===== src/rtl/p2p_pkg.sv =====
package p2p_pkg;

  typedef enum logic [1:0] {
    KIND_IO  = 2'd0,
    KIND_MEM = 2'd1,
    KIND_CFG = 2'd2
  } req_kind_e;

  typedef enum logic [1:0] {
    ROUTE_NONE = 2'd0,
    ROUTE_DOWN = 2'd1,
    ROUTE_UP   = 2'd2
  } route_e;

  typedef enum logic [2:0] {
    SEL_IO_BASE  = 3'd0,
    SEL_IO_LIM   = 3'd1,
    SEL_MEM_BASE = 3'd2,
    SEL_MEM_LIM  = 3'd3,
    SEL_PF_BASE  = 3'd4,
    SEL_PF_LIM   = 3'd5,
    SEL_BUS      = 3'd6,
    SEL_CTRL     = 3'd7
  } reg_sel_e;

  localparam logic SIDE_PRI = 1'b0;
  localparam logic SIDE_SEC = 1'b1;

endpackage


===== src/rtl/p2p_window_cmp.sv =====
module p2p_window_cmp #(
  parameter int ADDR_W = 64,
  parameter int LO     = 20,
  parameter int PG_W   = 12
) (
  input  logic [PG_W-1:0]   base_pg_i,
  input  logic [PG_W-1:0]   limit_pg_i,
  input  logic [ADDR_W-1:0] addr_i,
  output logic              en_o,
  output logic              hit_o
);
  localparam int TOP = LO + PG_W;

  logic [PG_W-1:0] addr_pg;
  logic            upper_ok;
  logic            unused_lo;

  assign addr_pg   = addr_i[TOP-1:LO];
  assign unused_lo = ^addr_i[LO-1:0];

  generate
    if (TOP < ADDR_W) begin : g_upper
      assign upper_ok = (addr_i[ADDR_W-1:TOP] == '0);
    end else begin : g_full
      assign upper_ok = 1'b1;
    end
  endgenerate

  // window is live only with a strictly larger limit
  assign en_o  = limit_pg_i > base_pg_i;
  assign hit_o = en_o && upper_ok && (addr_pg >= base_pg_i) && (addr_pg <= limit_pg_i);

endmodule


===== src/rtl/p2p_bus_route.sv =====
module p2p_bus_route #(
  parameter int BUS_W = 8
) (
  input  logic [BUS_W-1:0] pri_bus_i,
  input  logic [BUS_W-1:0] sec_bus_i,
  input  logic [BUS_W-1:0] sub_bus_i,
  input  logic [BUS_W-1:0] bus_i,
  output logic             type0_o,
  output logic             type1_o
);
  logic not_pri;

  assign not_pri = bus_i != pri_bus_i;
  assign type0_o = not_pri && (bus_i == sec_bus_i);
  assign type1_o = not_pri && (bus_i > sec_bus_i) && (bus_i <= sub_bus_i);

endmodule


===== src/rtl/p2p_cfg_regs.sv =====
module p2p_cfg_regs import p2p_pkg::*; #(
  parameter int ADDR_W  = 64,
  parameter int BUS_W   = 8,
  parameter int IO_LO   = 12,
  parameter int IO_TOP  = 32,
  parameter int MEM_LO  = 20,
  parameter int MEM_TOP = 32,
  parameter int PF_LO   = 20,
  localparam int IO_PG_W  = IO_TOP - IO_LO,
  localparam int MEM_PG_W = MEM_TOP - MEM_LO,
  localparam int PF_PG_W  = ADDR_W - PF_LO
) (
  input  logic                clk_i,
  input  logic                rst_ni,
  input  logic                we_i,
  input  logic [2:0]          sel_i,
  input  logic [ADDR_W-1:0]   wdata_i,
  output logic [IO_PG_W-1:0]  io_base_o,
  output logic [IO_PG_W-1:0]  io_lim_o,
  output logic [MEM_PG_W-1:0] mem_base_o,
  output logic [MEM_PG_W-1:0] mem_lim_o,
  output logic [PF_PG_W-1:0]  pf_base_o,
  output logic [PF_PG_W-1:0]  pf_lim_o,
  output logic [BUS_W-1:0]    pri_bus_o,
  output logic [BUS_W-1:0]    sec_bus_o,
  output logic [BUS_W-1:0]    sub_bus_o,
  output logic                sub_en_o
);
  reg_sel_e sel;
  assign sel = reg_sel_e'(sel_i);

  always_ff @(posedge clk_i or negedge rst_ni) begin
    if (!rst_ni) begin
      io_base_o  <= '0;
      io_lim_o   <= '0;
      mem_base_o <= '0;
      mem_lim_o  <= '0;
      pf_base_o  <= '0;
      pf_lim_o   <= '0;
      pri_bus_o  <= '0;
      sec_bus_o  <= '0;
      sub_bus_o  <= '0;
      sub_en_o   <= 1'b0;
    end else if (we_i) begin
      unique case (sel)
        SEL_IO_BASE:  io_base_o  <= wdata_i[IO_TOP-1:IO_LO];
        SEL_IO_LIM:   io_lim_o   <= wdata_i[IO_TOP-1:IO_LO];
        SEL_MEM_BASE: mem_base_o <= wdata_i[MEM_TOP-1:MEM_LO];
        SEL_MEM_LIM:  mem_lim_o  <= wdata_i[MEM_TOP-1:MEM_LO];
        SEL_PF_BASE:  pf_base_o  <= wdata_i[ADDR_W-1:PF_LO];
        SEL_PF_LIM:   pf_lim_o   <= wdata_i[ADDR_W-1:PF_LO];
        SEL_BUS: begin
          pri_bus_o <= wdata_i[BUS_W-1:0];
          sec_bus_o <= wdata_i[2*BUS_W-1:BUS_W];
          sub_bus_o <= wdata_i[3*BUS_W-1:2*BUS_W];
        end
        SEL_CTRL:     sub_en_o   <= wdata_i[0];
        default: ;
      endcase
    end
  end

  p_ctrl_wr_r13: assert property (@(posedge clk_i) disable iff (!rst_ni)
    (we_i && sel_i == 3'd7) |=> (sub_en_o == $past(wdata_i[0])));

  p_bus_wr_r13: assert property (@(posedge clk_i) disable iff (!rst_ni)
    (we_i && sel_i == 3'd6) |=> (sec_bus_o == $past(wdata_i[2*BUS_W-1:BUS_W])));

endmodule


===== src/rtl/p2p_fwd_decoder.sv =====
module p2p_fwd_decoder import p2p_pkg::*; #(
  parameter int ADDR_W  = 64,
  parameter int BUS_W   = 8,
  parameter int IO_LO   = 12,
  parameter int IO_TOP  = 32,
  parameter int MEM_LO  = 20,
  parameter int MEM_TOP = 32,
  parameter int PF_LO   = 20
) (
  input  logic              clk_i,
  input  logic              rst_ni,
  input  logic              reg_we_i,
  input  logic [2:0]        reg_sel_i,
  input  logic [ADDR_W-1:0] reg_wdata_i,
  input  logic              req_valid_i,
  input  logic              req_side_i,
  input  logic [1:0]        req_kind_i,
  input  logic [ADDR_W-1:0] req_addr_i,
  input  logic [BUS_W-1:0]  req_bus_i,
  input  logic              peer_claim_i,
  output logic              fwd_valid_o,
  output logic [1:0]        fwd_route_o,
  output logic              fwd_type0_o
);
  localparam int IO_PG_W  = IO_TOP - IO_LO;
  localparam int MEM_PG_W = MEM_TOP - MEM_LO;
  localparam int PF_PG_W  = ADDR_W - PF_LO;

  logic [IO_PG_W-1:0]  io_base, io_lim;
  logic [MEM_PG_W-1:0] mem_base, mem_lim;
  logic [PF_PG_W-1:0]  pf_base, pf_lim;
  logic [BUS_W-1:0]    pri_bus, sec_bus, sub_bus;
  logic                sub_en;

  p2p_cfg_regs #(
    .ADDR_W(ADDR_W), .BUS_W(BUS_W), .IO_LO(IO_LO), .IO_TOP(IO_TOP),
    .MEM_LO(MEM_LO), .MEM_TOP(MEM_TOP), .PF_LO(PF_LO)
  ) u_regs (
    .clk_i, .rst_ni,
    .we_i(reg_we_i), .sel_i(reg_sel_i), .wdata_i(reg_wdata_i),
    .io_base_o(io_base), .io_lim_o(io_lim),
    .mem_base_o(mem_base), .mem_lim_o(mem_lim),
    .pf_base_o(pf_base), .pf_lim_o(pf_lim),
    .pri_bus_o(pri_bus), .sec_bus_o(sec_bus), .sub_bus_o(sub_bus),
    .sub_en_o(sub_en)
  );

  logic io_en, io_hit, mem_en, mem_hit, pf_en, pf_hit;
  logic unused_en;
  assign unused_en = io_en ^ mem_en ^ pf_en;

  p2p_window_cmp #(.ADDR_W(ADDR_W), .LO(IO_LO), .PG_W(IO_PG_W)) u_io_win (
    .base_pg_i(io_base), .limit_pg_i(io_lim), .addr_i(req_addr_i),
    .en_o(io_en), .hit_o(io_hit));

  p2p_window_cmp #(.ADDR_W(ADDR_W), .LO(MEM_LO), .PG_W(MEM_PG_W)) u_mem_win (
    .base_pg_i(mem_base), .limit_pg_i(mem_lim), .addr_i(req_addr_i),
    .en_o(mem_en), .hit_o(mem_hit));

  p2p_window_cmp #(.ADDR_W(ADDR_W), .LO(PF_LO), .PG_W(PF_PG_W)) u_pf_win (
    .base_pg_i(pf_base), .limit_pg_i(pf_lim), .addr_i(req_addr_i),
    .en_o(pf_en), .hit_o(pf_hit));

  logic bus_t0, bus_t1;

  p2p_bus_route #(.BUS_W(BUS_W)) u_bus (
    .pri_bus_i(pri_bus), .sec_bus_i(sec_bus), .sub_bus_i(sub_bus),
    .bus_i(req_bus_i), .type0_o(bus_t0), .type1_o(bus_t1));

  // positive decode, stage 0
  req_kind_e kind;
  route_e    pos_route;
  logic      in_mem, in_win, sub_cand, t0_d;

  assign kind   = req_kind_e'(req_kind_i);
  assign in_mem = mem_hit || pf_hit;

  always_comb begin
    in_win    = 1'b0;
    pos_route = ROUTE_NONE;
    sub_cand  = 1'b0;
    t0_d      = 1'b0;
    unique case (kind)
      KIND_IO:  in_win = io_hit;
      KIND_MEM: in_win = in_mem;
      default:  in_win = 1'b0;
    endcase
    if (req_side_i == SIDE_PRI) begin
      unique case (kind)
        KIND_IO, KIND_MEM: begin
          pos_route = in_win ? ROUTE_DOWN : ROUTE_NONE;
          sub_cand  = sub_en && !in_win;
        end
        KIND_CFG: begin
          pos_route = (bus_t0 || bus_t1) ? ROUTE_DOWN : ROUTE_NONE;
          t0_d      = bus_t0;
        end
        default: ;
      endcase
    end else if (kind == KIND_MEM) begin
      // DMA goes up unless it targets a peer below the bridge
      pos_route = in_mem ? ROUTE_NONE : ROUTE_UP;
    end
  end

  // stage 1: wait for the peer claim slot
  logic      s1_valid, s1_sub_cand, s1_t0, s1_side, s1_in_win, s1_sub_en;
  route_e    s1_route;
  req_kind_e s1_kind;

  always_ff @(posedge clk_i or negedge rst_ni) begin
    if (!rst_ni) begin
      s1_valid    <= 1'b0;
      s1_route    <= ROUTE_NONE;
      s1_sub_cand <= 1'b0;
      s1_t0       <= 1'b0;
      s1_side     <= SIDE_PRI;
      s1_kind     <= KIND_IO;
      s1_in_win   <= 1'b0;
      s1_sub_en   <= 1'b0;
    end else begin
      s1_valid <= req_valid_i;
      if (req_valid_i) begin
        s1_route    <= pos_route;
        s1_sub_cand <= sub_cand;
        s1_t0       <= t0_d;
        s1_side     <= req_side_i;
        s1_kind     <= kind;
        s1_in_win   <= in_win;
        s1_sub_en   <= sub_en;
      end
    end
  end

  // stage 2: final claim
  route_e fin_route;
  assign fin_route = s1_sub_cand ? (peer_claim_i ? ROUTE_NONE : ROUTE_DOWN) : s1_route;

  always_ff @(posedge clk_i or negedge rst_ni) begin
    if (!rst_ni) begin
      fwd_valid_o <= 1'b0;
      fwd_route_o <= ROUTE_NONE;
      fwd_type0_o <= 1'b0;
    end else begin
      fwd_valid_o <= s1_valid;
      if (s1_valid) begin
        fwd_route_o <= fin_route;
        fwd_type0_o <= s1_t0;
      end else begin
        fwd_route_o <= ROUTE_NONE;
        fwd_type0_o <= 1'b0;
      end
    end
  end

  p_res_follows_req_r2: assert property (@(posedge clk_i) disable iff (!rst_ni)
    fwd_valid_o |-> $past(s1_valid));

  p_up_only_dma_r7: assert property (@(posedge clk_i) disable iff (!rst_ni)
    (fwd_valid_o && fwd_route_o == ROUTE_UP) |->
      $past(s1_side == SIDE_SEC && s1_kind == KIND_MEM && !s1_in_win));

  p_peer_stays_r8: assert property (@(posedge clk_i) disable iff (!rst_ni)
    $past(s1_valid && s1_side == SIDE_SEC && s1_in_win) |-> (fwd_route_o == ROUTE_NONE));

  p_miss_dropped_r9: assert property (@(posedge clk_i) disable iff (!rst_ni)
    $past(s1_valid && !s1_sub_en && s1_side == SIDE_PRI && s1_kind != KIND_CFG && !s1_in_win)
      |-> (fwd_route_o == ROUTE_NONE));

  p_type0_down_r10: assert property (@(posedge clk_i) disable iff (!rst_ni)
    fwd_type0_o |-> (fwd_valid_o && fwd_route_o == ROUTE_DOWN));

  p_sub_yield_r12: assert property (@(posedge clk_i) disable iff (!rst_ni)
    $past(s1_valid && s1_sub_cand && peer_claim_i) |-> (fwd_route_o == ROUTE_NONE));

endmodule


===== config.mk =====
export PLATFORM = sky130hd
export DESIGN_NAME = p2p_fwd_decoder
export DESIGN_NICKNAME = d
export VERILOG_FILES = /design/src/rtl/p2p_pkg.sv /design/src/rtl/p2p_window_cmp.sv /design/src/rtl/p2p_bus_route.sv /design/src/rtl/p2p_cfg_regs.sv /design/src/rtl/p2p_fwd_decoder.sv
export SDC_FILE = /design/constraint.sdc
export NUM_CORES = 1
export LEC_CHECK = 0
export ABC_AREA = 1
export BUFFER_PORTS_ARGS = -buffer_cell sky130_fd_sc_hd__buf_2
export CAP_MARGIN = 40
export CORE_MARGIN = 5
export CORE_UTILIZATION = 35
export DETAILED_ROUTE_END_ITERATION = 7
export GPL_TIMING_DRIVEN = 0
export PLACE_DENSITY = 0.5
export SKIP_CTS_REPAIR_TIMING = 1
export SLEW_MARGIN = 20
export SYNTH_ARGS = -nofsm -noshare
export SYNTH_HDL_FRONTEND = slang
export SYNTH_SLANG_ARGS = --single-unit

===== constraint.sdc =====
create_clock -name clk_i -period 2.31 [get_ports clk_i]
set_input_delay 0 -clock clk_i [delete_from_list [all_inputs] [get_ports clk_i]]
set_output_delay 0 -clock clk_i [all_outputs]
set_load 0.01 [all_outputs]

Word level (Yosys, flattened, before mapping)
Index checks and enable logic that the tools add are counted.

Register bits: 186. Input bits: 147. Word-level logic and storage cells: 81.

$lt $le $gt $ge: 11. Equality and inequality tests: 11. Mux-type cells: 15. Reductions and logical operators: 27.

Operators with widths (count): 44-bit >= comparator (1); 44-bit greater-than comparator (1); 44-bit less-or-equal comparator (1); 32-bit logical NOT (1); 20-bit >= comparator (1); 20-bit greater-than comparator (1); 20-bit less-or-equal comparator (1); 2-bit AND reduction (8); 3-bit == test, second input constant (4); 12-bit >= comparator (1); 12-bit greater-than comparator (1); 12-bit less-or-equal comparator (1); 1-bit logical AND (12); 2-bit 2-to-1 mux (5); 8-bit == test (1); 8-bit greater-than comparator (1); 8-bit less-or-equal comparator (1); 1-bit 2-to-1 mux (8); 8-bit != test (1); 3-bit by 2-bit == test with 1-bit output, second input constant (2); 1-bit case mux with 2 select lines (2); 3-bit by 1-bit == test with 1-bit output, second input constant (1); 3-bit logical NOT (1); 2-bit by 1-bit == test with 1-bit output, second input constant (1); 5 further kinds (6).

Longest topological paths before layout
Depth after elaboration: 10. Gate-level depth with buffers: 19. Gate-level depth less buffers: 19.

Hierarchy
Synthesis repeated with hierarchy kept, for this count alone.

Cell total of the unflattened synthesis: 1955. Area total of the unflattened synthesis: 14153.6 um^2.

Modules (own cells, without submodules): p2p_cfg_regs (times used 1, cells each 777, area each 6907.9 um^2, seq. area each 4429.2 um^2); p2p_window_cmp at u_pf_win (times used 1, cells each 567, area each 3493.4 um^2, seq. area each 0.0 um^2); p2p_window_cmp at u_io_win (times used 1, cells each 294, area each 1746.7 um^2, seq. area each 0.0 um^2); p2p_window_cmp at u_mem_win (times used 1, cells each 174, area each 1066.0 um^2, seq. area each 0.0 um^2); p2p_bus_route (times used 1, cells each 100, area each 566.8 um^2, seq. area each 0.0 um^2); p2p_fwd_decoder (times used 1, cells each 43, area each 372.9 um^2, seq. area each 225.2 um^2).

Worst setup path before layout
No wires, ideal clock.

Path type: register to register. From: register u_regs.pf_lim_o[43]. To: register s1_route[0]. Arrival time: 1655 ps. Required time: 2194 ps. Path slack: 539 ps. Stages on the path, launching flop included: 18. Path buffers: 0. Clock period less this slack: 1771 ps. Path through: dfrtp_1 inv_1 ha_1 nand2_1 nor2_2 nand2_1 nor2_2 nand2_1 nor2_2 nand2_1 nand3_1 nand2_1 nand3_2 nand2_2 nand2_2 nand2_1 nand2_1 nand2_1.

Cells in the longest elaborated chain, start to end: 8. Elaborated cells between the ends (all ways): 9.

RTL lines: start, declared (line p2p_cfg_regs.sv:23) `output logic [PF_PG_W-1:0] pf_lim_o,`; start signal, assigned (line p2p_cfg_regs.sv:51) `SEL_PF_LIM: pf_lim_o <= wdata_i[ADDR_W-1:PF_LO];`; 44-bit greater-than comparator (line p2p_window_cmp.sv:30) `assign en_o = limit_pg_i > base_pg_i;`; 1-bit logical AND (line p2p_window_cmp.sv:31) `assign hit_o = en_o && upper_ok && (addr_pg >= base_pg_i) && (addr_pg <= limit_pg_i);`; 1-bit logical AND (*) (line p2p_window_cmp.sv:31); 1-bit logical OR (*) (line p2p_fwd_decoder.sv:76) `assign in_mem = mem_hit || pf_hit;`; 1-bit case mux with 2 select lines (*) (line p2p_fwd_decoder.sv:83) `unique case (kind)`; 1-bit 2-to-1 mux (*) (line p2p_fwd_decoder.sv:91) `pos_route = in_win ? ROUTE_DOWN : ROUTE_NONE;`; 1-bit case mux with 2 select lines (*) (line p2p_fwd_decoder.sv:89) `unique case (kind)`; 2-bit 2-to-1 mux (*) (line p2p_fwd_decoder.sv:88) `if (req_side_i == SIDE_PRI) begin`; end signal, assigned (line p2p_fwd_decoder.sv:124) `s1_route <= pos_route;`; end, declared (line p2p_fwd_decoder.sv:108) `route_e s1_route;`.

Every way passes the cells marked *; elsewhere a longest branch is shown, timed or not. A chain may end at the register's enable or synchronous reset.

Worst setup path in the final report
From: register u_regs.pf_base_o[39]. To: register s1_route[0].

Cells in the longest elaborated chain, start to end: 8. Elaborated cells between the ends (all ways): 9.

RTL lines: start, declared (line p2p_cfg_regs.sv:22) `output logic [PF_PG_W-1:0] pf_base_o,`; start signal, assigned (line p2p_cfg_regs.sv:50) `SEL_PF_BASE: pf_base_o <= wdata_i[ADDR_W-1:PF_LO];`; 44-bit greater-than comparator / 44-bit >= comparator (equally long branches) (line p2p_window_cmp.sv:30, p2p_window_cmp.sv:31); 1-bit logical AND (*) (2 in series) (line p2p_window_cmp.sv:31); 1-bit logical OR (*) (line p2p_fwd_decoder.sv:76); 1-bit case mux with 2 select lines (*) (line p2p_fwd_decoder.sv:83); 1-bit 2-to-1 mux (*) (line p2p_fwd_decoder.sv:91); 1-bit case mux with 2 select lines (*) (line p2p_fwd_decoder.sv:89); 2-bit 2-to-1 mux (*) (line p2p_fwd_decoder.sv:88).

Marked as above.

==> results.cfg <==
[timing]
tightest_slew_ns = 0.621
finalSetupViolCount = 0
worst_slack_ns = 0.158
post-route-period-util_pct = 93.1
clock_skew_ns = 0.0118
timing.fmax_mhz = 465
slew_headroom_pct = 58.6
min_period_ns = 2.15
holdWs_ns = -0.0356
hold_viol = 12
slew_violations = 0

[power_and_ir_drop]
power_frac_clock_pct = 27.4
total_power_uw = 11200
switching_power_uw = 4240
internal_power_uw = 6990
power.leakage_uw = 0.00860
seqPwrFrac_pct = 37.9
combPwrFrac_pct = 34.7
p_per_area_nw_per_um2 = 699
peakVddDrop_mv = 0.576
sw_frac_of_total_pct = 37.8

[synth]
synth.largest_area_cell = dfrtp_1
synth_top_area_share_pct = 35.0
syn_nets = 2097
synth_edf_count = 0
ys_seq_area_share_pct = 35.0
ys.flop_type = dfrtp_1
async_flop_share_pct = 100
synthDistinctLibCells = 38
ys_warn_count = 0
synth_cells = 1706
ys_ff_latch = 186
synth.avg_cell_area_um2 = 7.79
netlist_area_um2 = 13300
synth_area_leaders = dfrtp_1 (35%), ha_1 (23%), nand2_1 (12%)

[run_status]
status = finished, violations left
violations = hold timing

[setup_path]
required_ns = 2.67
critPathMaxFanout = 2
worst-path-buf-inv = 2
r2r_slack_ns = 0.16
r2r-start = u_regs.pf_base_o[39]$_DFFE_PN0P_
cpMostUsedCell = nand2_1
crit_path_end_kind = flip-flop
startpoint = u_regs.pf_base_o[39]$_DFFE_PN0P_
slowest_delay_ns = 0.39
crit_type = flip-flop to flip-flop
crit_path_start_kind = flip-flop
critPathArrivalTime_ns = 2.51
critPathSlowestCell = dfrtp_1
worstPathCellList = inv_1 -> ha_1 -> nand2_1 -> inv_1 -> nand2_1 -> nand2_1 -> nand2_1 -> nand2_1 -> a21oi_1 -> nand2_1 -> nor2_1 -> nor2_2 -> nand3_2 -> nand2_2 -> nand2_2 -> nand2_1 -> nand2_1 -> nand2_1
critical_path.top_delay_family = simple AND/OR/NAND/NOR gates

[clock_network]
cts.sinks = 186
cts_tree = done
clk_pin_slew_worst_paths_ns = 0.09
clockBufferDepth = 2
numCtsBuffers = 17
htree_levels = 4
clock_latency_ns = 0.46
clk_root_buffer_cell = clkbuf_16

[job]
cap_violations = 0

[placement]
preCtsSetupSlack_ns = 0.141
hpwl_um = 29000
port_buffers = 138
gp_congestion = 0.875
place_area_um2 = 14700

[cells_and_area]
final_cell_mix = nand2_1 (421), inv_1 (299), ha_1 (243), o21ai_0 (189), dfrtp_1 (186)
final_area_um2 = 16100
nets = 2330
area_growth_pct = 21.0
drive_above_1_share_pct = 11.4
final_common_cell = nand2_1

[grt]
grtUsageTotal_pct = 17.7
grt_overflow_total = 0
grt_antenna_before_repair = 2
grt_max_degree = 73
grt_pass1_vias = 11500
grt_pass1_wl_um = 59000

[drt]
wl_per_cell_um = 14.7
detail_route.vias_per_cell = 4.62
ant_nets = 0
firstDrtPassIters = 4
drtIter0Drc = 386
vias = 11400
drc_errors = 0
drt_wl_total_um = 36200

[floorplanning]
die_w_um = 205
die_area_um2 = 42000
fp.dieH_um = 205
initial_core_util_pct = 35.4
rows = 71
io_pins = 151
core_area_um2 = 37600

[min_path]
min_from = reg_wdata_i[21]
hp-class = input pin to flip-flop
==> cells in the mapped netlist, drive strengths merged, types with 8 or more instances <==
cell type and instances:
inv 300, xor2 8, mux2 9, ha 244, dfrtp 186, nor2 109
nor3 8, a21oi 99, nand2 430, nand4 22, nand3 34, o21ai 189
a21o 10, clkbuf 29
==> registers in the layout, indices dropped and copies added (netlist names), 12 cells and up <==
register           count
u_regs.io_base_o      20
u_regs.io_lim_o       20
u_regs.pf_base_o      44
u_regs.mem_lim_o      12
u_regs.mem_base_o     12
u_regs.pf_lim_o       44
==> power groups by stage <==
stage	clock network, µW	logic [µW]	registers, µW
2_1_floorplan	0	2790	4200
3_3_place_gp	0	3690	4310
3_5_place_dp	0	3830	4320
4_1_cts	3180	3850	4260
5_1_grt	3310	4700	4350
6_report	3080	3900	4260
==> worst reg2reg max path, stage by stage (launching register included) <==
cell and delay [ns]:
dfrtp_1 0.39, inv_1 0.09, ha_1 0.25, nand2_1 0.11
inv_1 0.04, nand2_1 0.06, nand2_1 0.05, nand2_1 0.06
nand2_1 0.06, a21oi_1 0.25, nand2_1 0.08, nor2_1 0.13
nor2_2 0.05, nand3_2 0.13, nand2_2 0.08, nand2_2 0.06
nand2_1 0.05, nand2_1 0.05, nand2_1 0.04
==> through the flow <==
step,instances,TNS [ns],hold WS (ns),util [%]
global placement,2355,-373.61,0.169,38.9
finish,2465,0,-0.0356,42.8
detailed placement,2357,0,-0.0752,39.1
CTS,2389,0,-0.573,40.7
global route,2465,-0.00675,0.00476,42.8
floorplan,1706,0,-0.296,-
==> area by class of cell <==
cell class | instances | area, µm²
inverters | 300 | 1130
diodes | 2 | 5.00
repair buffers | 214 | 1490
flip-flops and latches | 186 | 4650
well taps | 511 | 639
clock buffers | 17 | 425
clock inverters | 15 | 189
plain buffers | 34 | 131
fillers | 3925 | 21500
multi-input cells | 1186 | 7420
==> logic make-up (layout without fill, tap and decap cells) <==
group                      after synthesis  in the layout  synth area share (%)
DFF                                    186            186                  35.0
xor gates and xnor gates                 8              8                 0.527
buffers and inverters                  334            580                  9.46
other                                    0              2                     0
and+or+nand+nor                        611            611                  18.8
adders and majority gates              244            244                  23.0
AOI/OAI and AO/OA                      314            314                  12.4
muxes                                    9              9                 0.763
==> path summary, 6_finish.rpt <==
path,cells past startpoint,end
setup / recovery,18,s1_route[0]$_DFFE_PN0P_
hold / removal,3,u_regs.io_lim_o[9]$_DFFE_PN0P_
setup reg to reg,18,s1_route[0]$_DFFE_PN0P_
hold reg to reg,0,fwd_valid_o$_DFF_PN0_
max in group asynchronous,4,u_regs.pf_base_o[7]$_DFFE_PN0P_
min in group asynchronous,2,u_regs.sec_bus_o[0]$_DFFE_PN0P_
==> metal layers <==
metal / wire (µm) / track usage [%]
met2: 18200 / 31.4
met4: 355 / 3.78
met1: 16800 / 22.8
met5: 0 / 0
met3: 816 / 2.71
Power figures use the tool's default switching activity.
